### src/rtl/prg_pkg.sv
package prg_pkg;
  localparam int unsigned CNT_W     = 14;
  localparam int unsigned RATE_W    = 4;
  localparam int unsigned SHIFT_W   = 4;
  localparam int unsigned ALIAS_MAX = 2;
  localparam int unsigned ALIAS_ADD = 7;

  typedef logic [CNT_W-1:0]   cnt_t;
  typedef logic [RATE_W-1:0]  rate_t;
  typedef logic [SHIFT_W-1:0] shift_t;

  typedef struct packed {
    logic flag;
    logic irq;
    logic sqw;
  } evt_t;

  // Period exponent: codes up to ALIAS_MAX are folded upward, then minus one.
  function automatic shift_t rate_to_shift(input rate_t code);
    rate_t eff;
    eff = (code <= rate_t'(ALIAS_MAX)) ? rate_t'(code + rate_t'(ALIAS_ADD)) : code;
    return shift_t'(eff - rate_t'(1));
  endfunction
endpackage

### src/rtl/prg_free_counter.sv
module prg_free_counter
  import prg_pkg::*;
#(
  parameter int unsigned W = CNT_W
) (
  input  logic         clk,
  input  logic         rst_n,
  input  logic         adv,
  output logic [W-1:0] cnt_q,
  output logic [W-1:0] cnt_nxt
);
  assign cnt_nxt = cnt_q + W'(1);

  always_ff @(posedge clk or negedge rst_n) begin
    if (!rst_n)   cnt_q <= '0;
    else if (adv) cnt_q <= cnt_nxt;
  end

  AST_HOLD_WITHOUT_EN: assert property (@(posedge clk) disable iff (!rst_n)
    !adv |=> $stable(cnt_q)) else $error("count moved without enable");
  AST_STEP_BY_ONE: assert property (@(posedge clk) disable iff (!rst_n)
    adv |=> (cnt_q == W'($past(cnt_q) + 1))) else $error("count skipped");
endmodule

### src/rtl/prg_rate_decode.sv
module prg_rate_decode
  import prg_pkg::*;
#(
  parameter int unsigned W = CNT_W
) (
  input  logic [RATE_W-1:0] rate_sel,
  input  logic              pie_en,
  input  logic              sqw_en,
  output logic              run,
  output logic [W-1:0]      mask
);
  shift_t shift;

  assign shift = rate_to_shift(rate_sel);
  assign run   = (rate_sel != '0) && (pie_en || sqw_en);

  // One mask bit per count bit: set below the period exponent.
  for (genvar i = 0; i < W; i++) begin : g_mask
    assign mask[i] = (shift > shift_t'(i));
  end
endmodule

### src/rtl/prg_event_gen.sv
module prg_event_gen
  import prg_pkg::*;
#(
  parameter int unsigned W = CNT_W
) (
  input  logic         clk,
  input  logic         rst_n,
  input  logic         adv,
  input  logic         run,
  input  logic [W-1:0] mask,
  input  logic [W-1:0] cnt_nxt,
  input  logic         pie_en,
  input  logic         sqw_en,
  output evt_t         evt_q
);
  logic hit;

  assign hit = adv && run && ((cnt_nxt & mask) == '0);

  always_ff @(posedge clk or negedge rst_n) begin
    if (!rst_n) begin
      evt_q <= '0;
    end else begin
      evt_q.flag <= hit;
      evt_q.irq  <= hit && pie_en;
      evt_q.sqw  <= hit && sqw_en;
    end
  end

  AST_IRQ_NEEDS_FLAG: assert property (@(posedge clk) disable iff (!rst_n)
    evt_q.irq |-> evt_q.flag) else $error("request without flag");
  AST_SQW_NEEDS_FLAG: assert property (@(posedge clk) disable iff (!rst_n)
    evt_q.sqw |-> evt_q.flag) else $error("pulse without flag");
  AST_SINGLE_CYCLE: assert property (@(posedge clk) disable iff (!rst_n)
    evt_q.flag |=> !evt_q.flag) else $error("flag held two clocks");
  AST_NO_EN_NO_EVENT: assert property (@(posedge clk) disable iff (!rst_n)
    !adv |=> !evt_q.flag) else $error("event without enable");
  AST_IDLE_SILENT: assert property (@(posedge clk) disable iff (!rst_n)
    !run |=> (evt_q == '0)) else $error("event while stopped");
endmodule

### src/rtl/prg_periodic_gen.sv
module prg_periodic_gen
  import prg_pkg::*;
#(
  parameter int unsigned CW = CNT_W
) (
  input  logic              clk,
  input  logic              rst_n,
  input  logic              tick32_en,
  input  logic [RATE_W-1:0] rate_sel,
  input  logic              pie_en,
  input  logic              sqw_en,
  output logic              flag_set_o,
  output logic              irq_req_o,
  output logic              sqw_pulse_o
);
  logic [CW-1:0] cnt_q;
  logic [CW-1:0] cnt_nxt;
  logic [CW-1:0] mask;
  logic          run;
  evt_t          evt;

  prg_free_counter #(.W(CW)) u_cnt (
    .clk     (clk),
    .rst_n   (rst_n),
    .adv     (tick32_en),
    .cnt_q   (cnt_q),
    .cnt_nxt (cnt_nxt)
  );

  prg_rate_decode #(.W(CW)) u_dec (
    .rate_sel (rate_sel),
    .pie_en   (pie_en),
    .sqw_en   (sqw_en),
    .run      (run),
    .mask     (mask)
  );

  prg_event_gen #(.W(CW)) u_evt (
    .clk     (clk),
    .rst_n   (rst_n),
    .adv     (tick32_en),
    .run     (run),
    .mask    (mask),
    .cnt_nxt (cnt_nxt),
    .pie_en  (pie_en),
    .sqw_en  (sqw_en),
    .evt_q   (evt)
  );

  assign flag_set_o  = evt.flag;
  assign irq_req_o   = evt.irq;
  assign sqw_pulse_o = evt.sqw;

  AST_CODE0_SILENT: assert property (@(posedge clk) disable iff (!rst_n)
    (rate_sel == '0) |=> !flag_set_o) else $error("event with code 0");
endmodule

### config.mk
export PLATFORM = sky130hd
export DESIGN_NAME = prg_periodic_gen
export DESIGN_NICKNAME = d
export VERILOG_FILES = /design/src/rtl/prg_pkg.sv /design/src/rtl/prg_free_counter.sv /design/src/rtl/prg_rate_decode.sv /design/src/rtl/prg_event_gen.sv /design/src/rtl/prg_periodic_gen.sv
export SDC_FILE = /design/constraint.sdc
export NUM_CORES = 1
export LEC_CHECK = 0
export BUFFER_PORTS_ARGS = -buffer_cell sky130_fd_sc_hd__buf_2
export CORE_ASPECT_RATIO = 0.9
export CORE_MARGIN = 5
export CORE_UTILIZATION = 25
export DETAILED_ROUTE_END_ITERATION = 8
export PLACE_DENSITY = 0.49
export SLEW_MARGIN = 40
export SYNTH_ARGS = -nofsm -noshare
export SYNTH_HDL_FRONTEND = slang
export SYNTH_SLANG_ARGS = --single-unit
### constraint.sdc
create_clock -name clk -period 1.9 [get_ports clk]
set_input_delay 0.095 -clock clk [delete_from_list [all_inputs] [get_ports clk]]
set_output_delay 0.095 -clock clk [all_outputs]
set_load 0.01 [all_outputs]
==> Yosys cells after proc, flatten, opt, wreduce, memory -nomap -nowiden <==
Cells that the tools add are included.
{ "totals": {"reg_bits": 17, "in_bits": 9} }
{ "classes": {"bitwise": 1, "order_cmp": 15, "n_mux": 1, "n_reduce_logical": 8, "n_addsub": 3} }
{ "op_table": {"columns": ["op", "count"], "rows": [
  ["4-bit > comparator, second input constant", 6],
  ["4-bit by 3-bit > comparator with 1-bit output, second input constant", 4],
  ["14-bit by 1-bit adder with 14-bit output, second input constant", 1],
  ["14-bit AND", 1],
  ["14-bit zero test", 1],
  ["4-bit by 1-bit > comparator with 1-bit output, second input constant", 2],
  ["4-bit by 2-bit > comparator with 1-bit output, second input constant", 2],
  ["1-bit logical AND", 5],
  ["4-bit by 3-bit adder with 4-bit output, second input constant", 1],
  ["4-bit by 2-bit <= comparator with 1-bit output, second input constant", 1],
  ["4-bit two-way mux", 1],
  ["4-bit nonzero test", 1],
  ["4-bit by 1-bit subtractor with 4-bit output, second input constant", 1],
  ["1-bit logical OR", 1]
]} }

==> Longest topological paths before layout <==
{ "logic_depth": {"ltp_word": 8, "mapped_depth": 13, "depth_no_buf": 13} }

==> Cells and area by module <==
A second synthesis with hierarchy kept.
{ "unflattened": {"cells_unflattened": 152, "hier_area_um2": 1395.1} }
{ "modules_own_cells": {"columns": ["mod", "cells_per_inst", "area_per_inst_um2", "n_inst"], "rows": [
  ["prg_free_counter", 81, 829.5, 1],
  ["prg_rate_decode", 51, 380.4, 1],
  ["prg_event_gen", 20, 185.2, 1]
]} }

==> Worst setup path before layout <==
OpenSTA, ideal clock, no wires.
{ "synth_path": {"kind": "input-to-reg", "startpoint": "input rate_sel[0]", "endpoint": "register u_evt.evt_q[0] (netlist bit)", "arrival_ns": 1.982, "setup_ns": 0.152, "path_buffers": 0, "path_slack_ns": -0.234, "path_stages": 12, "path_cell_list": "inv_1 > ha_1 > nand2b_1 > nand2_1 > xnor2_1 > ha_1 > nor2b_1 > a21boi_0 > a2bb2oi_1 > or2_2 > a211oi_1 > nor4_1"} }
{ "synth_between": {"elab_chain_cells": 8, "elab_cells_between_ends": 25} }
{ "synth_rtl": {"columns": ["element", "line_no", "text"], "rows": [
  ["start: declaration", "prg_periodic_gen.sv:9", "input logic [RATE_W-1:0] rate_sel,"],
  ["4-bit by 3-bit adder with 4-bit output / 4-bit by 2-bit <= comparator with 1-bit output (equally long branches)", "prg_pkg.sv:21", "eff = (code <= rate_t'(ALIAS_MAX)) ? rate_t'(code + rate_t'(ALIAS_ADD)) : code;"],
  ["4-bit two-way mux", "prg_pkg.sv:21", null],
  ["4-bit by 1-bit subtractor with 4-bit output", "prg_pkg.sv:22", "return shift_t'(eff - rate_t'(1));"],
  ["4-bit by 1-bit > comparator with 1-bit output (tied with other cells)", "prg_rate_decode.sv:19", "assign mask[i] = (shift > shift_t'(i));"],
  ["14-bit AND", "prg_event_gen.sv:18", "assign hit = adv && run && ((cnt_nxt & mask) == '0);"],
  ["14-bit zero test", "prg_event_gen.sv:18", null],
  ["1-bit logical AND *", "prg_event_gen.sv:18", null],
  ["1-bit logical AND *", "prg_event_gen.sv:26", "evt_q.sqw <= hit && sqw_en;"],
  ["end: declaration", "prg_event_gen.sv:14", "output evt_t evt_q"]
]} }
Every way passes the cells marked *; elsewhere a longest branch is shown, timed or not.
A chain may end at the register's enable or synchronous reset.

==> Worst setup path after layout <==
{ "layout_path": {"startpoint": "register u_cnt.cnt_q[1]", "endpoint": "register u_evt.evt_q[1] (netlist bit)"} }
{ "layout_between": {"elab_chain_cells": 5} }
{ "layout_rtl": {"columns": ["element", "line_no", "text"], "rows": [
  ["start: declaration", "prg_free_counter.sv:9", "output logic [W-1:0] cnt_q,"],
  ["start signal: assignment", "prg_free_counter.sv:16", "else if (adv) cnt_q <= cnt_nxt;"],
  ["14-bit by 1-bit adder with 14-bit output", "prg_free_counter.sv:12", "assign cnt_nxt = cnt_q + W'(1);"],
  ["14-bit AND", "prg_event_gen.sv:18", null],
  ["14-bit zero test", "prg_event_gen.sv:18", null],
  ["1-bit logical AND", "prg_event_gen.sv:18", null],
  ["1-bit logical AND", "prg_event_gen.sv:25", "evt_q.irq <= hit && pie_en;"]
]} }
Every way passes these cells.

==> flow_summary.ini <==
[timing]
max_freq_mhz = 502.6
layout_worst_path_cycle_share_pct = 104.7
post-route-worst-setup-slack_ns = -0.08968
pins_over_slew_limit = 0
final.hold.worst_slack_ns = 0.08172
worst_pin_slew_ns = 0.3975
timing.final.hold_violations = 0
fin_skew_ns = 0.001981
setup-violations-final = 3
fin_crit_ns = 1.990
rsz0062_at_grt = true
slew_headroom_pct = 73.13

[logic_synthesis]
post_synth_instance_area_um2 = 1360
postSynthRegisterBits = 17
synth_top_cell_by_area = sky130_fd_sc_hd__dfrtp_1
synth.top_cells.by_area = sky130_fd_sc_hd__dfrtp_1 (31%), sky130_fd_sc_hd__xnor2_1 (11%), sky130_fd_sc_hd__ha_1 (4.6%), sky130_fd_sc_hd__nand2_1 (4.1%), sky130_fd_sc_hd__nand4_1 (3.7%)
syn-num-nets = 165
synthesis.instances = 151
synth.distinct_cells = 50
yosysWarnings = 0
syn_area_per_cell_um2 = 9.007
synthDominantCellAreaShare_pct = 31.28
synth_seq_area_share_pct = 31.28

[clock_tree]
latest_clock_arrival_within_the_worst_skew_pair_ns = 0.25
clock_buffers_created_by_tritoncts = 3
clock_buffer_depth = 2
cts.clk_slew.worst_paths_ns = 0.07
ctsHtreeMaxLevel = 1
clock_sink_count = 17
clock_tree_from_tritoncts = yes
cts-root-buf = sky130_fd_sc_hd__clkbuf_8

[routing]
drtIter0Drc = 50
via_per_inst = 4.703
routed_wirelength_um = 3493
drtPass1Iterations = 4
route.antenna.remaining_nets = 0
drt_drc_violations_left = 0
routed_wire_length_per_instance_um = 12.99
via_count = 1265

[pwr]
leakage_power_nw = 0.8247
power.ir.vdd_worst_v = 0.0003661
power_per_standard_cell_area_nw_per_um2 = 1021
report.power.total_mw = 1.958

[layout]
finalNetCount = 217
final_layout_size_suffix_gt1_share_pct = 44.55
synthToLayoutAreaGrowth_pct = 41.03
antenna_cells = 0
nFillCells = 545
layoutNonFillerInstCount = 269

[run]
max-cap-violations = 0

[placement]
place.port_buffers = 11
globalplace.congestion = 0.8251
place.detailed.hpwl_um = 2822
placed_instance_count = 262

[worst_hold_path]
worst_hold_path_type = primary input to flip-flop
min-delay-start = pie_en

[grt]
grt_first_pass_wirelength_um = 6051
grt_antenna_before_repair = 0
grt_util_all_layers_pct = 10.87
globalRoute.totalOverflow = 0
grt_max_degree = 18
grt_pass1_vias = 1310

[floorplan]
floorplan.die.height_um = 79.97
fp.dieArea_um2 = 7017
core_um2 = 5255
boundaryPins = 12
initial_utilization_pct = 25.88
die_w_um = 87.75
rows = 25

[setup_path]
worst_setup_ep_type = flip-flop
critical_path_at_ns = 2.14
worstSetupPathType = flip-flop to flip-flop
critical_path.reg2reg.startpoint = u_cnt.cnt_q[1]$_DFFE_PN0P_
critical_path_required_ns = 2.05
critical_path.startpoint_type = flip-flop
worst_setup_path_startpoint = u_cnt.cnt_q[1]$_DFFE_PN0P_
critical_path.max_fanout = 5

[run_status]
violated_checks = setup timing
status = complete, but fails checks
critical path, cell delays in order, from the launching register on:
cell,delay [ns]
sky130_fd_sc_hd__dfrtp_2,0.42
sky130_fd_sc_hd__ha_4,0.17
sky130_fd_sc_hd__nand4_1,0.22
sky130_fd_sc_hd__o31ai_2,0.32
sky130_fd_sc_hd__a21o_1,0.16
sky130_fd_sc_hd__o311ai_2,0.10
sky130_fd_sc_hd__a22o_1,0.26
sky130_fd_sc_hd__nor4_1,0.26
synth_stat cells, drive strengths merged:
| library cell | count |
|---|---|
| mux2 | 2 |
| buf | 6 |
| nor2b | 2 |
| clkbuf | 2 |
| a21boi | 2 |
| o311ai | 2 |
| a22o | 1 |
| ha | 5 |
| xnor2 | 17 |
| mux2i | 1 |
| a221o | 1 |
| o2111a | 1 |
| or2 | 3 |
| nor4b | 2 |
| nand2 | 15 |
| dfrtp | 17 |
| o31ai | 3 |
| and4 | 1 |
| a32oi | 1 |
| o2111ai | 1 |
| o32a | 1 |
| a211oi | 3 |
| nor3 | 1 |
| o41a | 1 |
| a21o | 2 |
| nand3 | 8 |
| nand2b | 1 |
| a31o | 1 |
| nand4 | 8 |
| nor3b | 1 |
| or4 | 2 |
| nor4 | 3 |
| and3 | 2 |
| o21ba | 1 |
| nor2 | 8 |
| inv | 9 |
| a2bb2oi | 1 |
| o21a | 1 |
| o211ai | 1 |
| a21oi | 5 |
| o21ai | 3 |
| xor2 | 3 |
metal layers:
layer  GRT usage, %  up-vias  share of wire (%)
met3          2.167        2                3.2
met4          3.221        0                1.2
met5              0        -                  0
met1          15.62      598                 51
met2          16.19       17                 45
li1               -      648                  -
flip-flops by register name, indices dropped and copies added (netlist names):
name	cells
u_evt.evt_q	3
u_cnt.cnt_q	14
power by group:
group          switching, mW  internal [mW]
registers             0.0899          0.449
logic                  0.526          0.626
clock network          0.119          0.149
total                  0.735           1.22
metrics by stage:
stage | TNS (ns) | worst slack [ns] | area, um2 | utilization, %
2_1_floorplan | 0 | 0.004306 | 1419 | -
3_3_place_gp | -0.6609 | -0.2357 | 1804 | 34.33
3_5_place_dp | -0.7311 | -0.2572 | 1804 | 34.33
4_1_cts | -0.1763 | -0.07477 | 1891 | 35.98
5_1_grt | -0.6311 | -0.2200 | 1918 | 36.50
6_report | -0.2347 | -0.08968 | 1918 | 36.50
logic make-up after synthesis:
logic type	synth area share (%)
AO/OA/AOI/OAI	18.58
XOR/XNOR	12.88
buffers and inverters	6.531
flip-flops	31.28
AND/OR/NAND/NOR	23.74
multiplexers	2.392
adder cells (fa/ha/maj)	4.600
path summary, 6_finish.rpt:
path	slack, ns	depth (start not counted)	end
worst max-delay path	-0.09	7	u_evt.evt_q[1]$_DFF_PN0_
worst min-delay path	0.08	3	u_evt.evt_q[1]$_DFF_PN0_
worst max register to register	-0.09	7	u_evt.evt_q[1]$_DFF_PN0_
worst min register to register	0.49	1	u_cnt.cnt_q[13]$_DFFE_PN0P_
max in group asynchronous	1.30	2	u_cnt.cnt_q[1]$_DFFE_PN0P_
min in group asynchronous	0.30	2	u_cnt.cnt_q[11]$_DFFE_PN0P_
cells in the final DEF (no fill, tap or decap), types with 2 or more instances in the layout:
cell	instances
sky130_fd_sc_hd__inv_1	8
sky130_fd_sc_hd__or2_2	3
sky130_fd_sc_hd__nor2_1	7
sky130_fd_sc_hd__a21oi_1	4
sky130_fd_sc_hd__nand2_1	14
sky130_fd_sc_hd__a211oi_2	2
sky130_fd_sc_hd__o311ai_2	2
sky130_fd_sc_hd__buf_2	11
sky130_fd_sc_hd__dfrtp_2	3
sky130_fd_sc_hd__ha_4	2
sky130_fd_sc_hd__nand3_1	6
sky130_fd_sc_hd__clkbuf_8	3
sky130_fd_sc_hd__o21ai_0	2
sky130_fd_sc_hd__nand4_1	8
sky130_fd_sc_hd__nand3_2	2
sky130_fd_sc_hd__a21boi_1	2
sky130_fd_sc_hd__buf_4	43
sky130_fd_sc_hd__dfrtp_1	14
sky130_fd_sc_hd__nor4_1	2
sky130_fd_sc_hd__nor2b_1	2
sky130_fd_sc_hd__o31ai_1	2
sky130_fd_sc_hd__xor2_1	3
sky130_fd_sc_hd__xnor2_1	16
sky130_fd_sc_hd__mux2_2	2
sky130_fd_sc_hd__a21o_1	2
sky130_fd_sc_hd__ha_1	2
area by class of cell:
class / instances / area (um2) / share of cell area [%]
multi-input combinational: 117 / 935.9 / 48.79
sequential: 17 / 429.2 / 22.37
timing repair buffer: 55 / 387.9 / 20.22
tap: 67 / 83.83 / 4.371
clock buffer: 4 / 45.04 / 2.348
inverter: 9 / 36.28 / 1.892
what timing repair did:
item,CTS,global route
pin swaps,4,0
hold buffers,1,0
hold endpoints to repair,17,0
gates resized for setup,6,4
cloned,0,0
endpoints found under the setup margin,3,3
buffers inserted,1,1
Note: power is estimated with default switching activity, not from simulation.
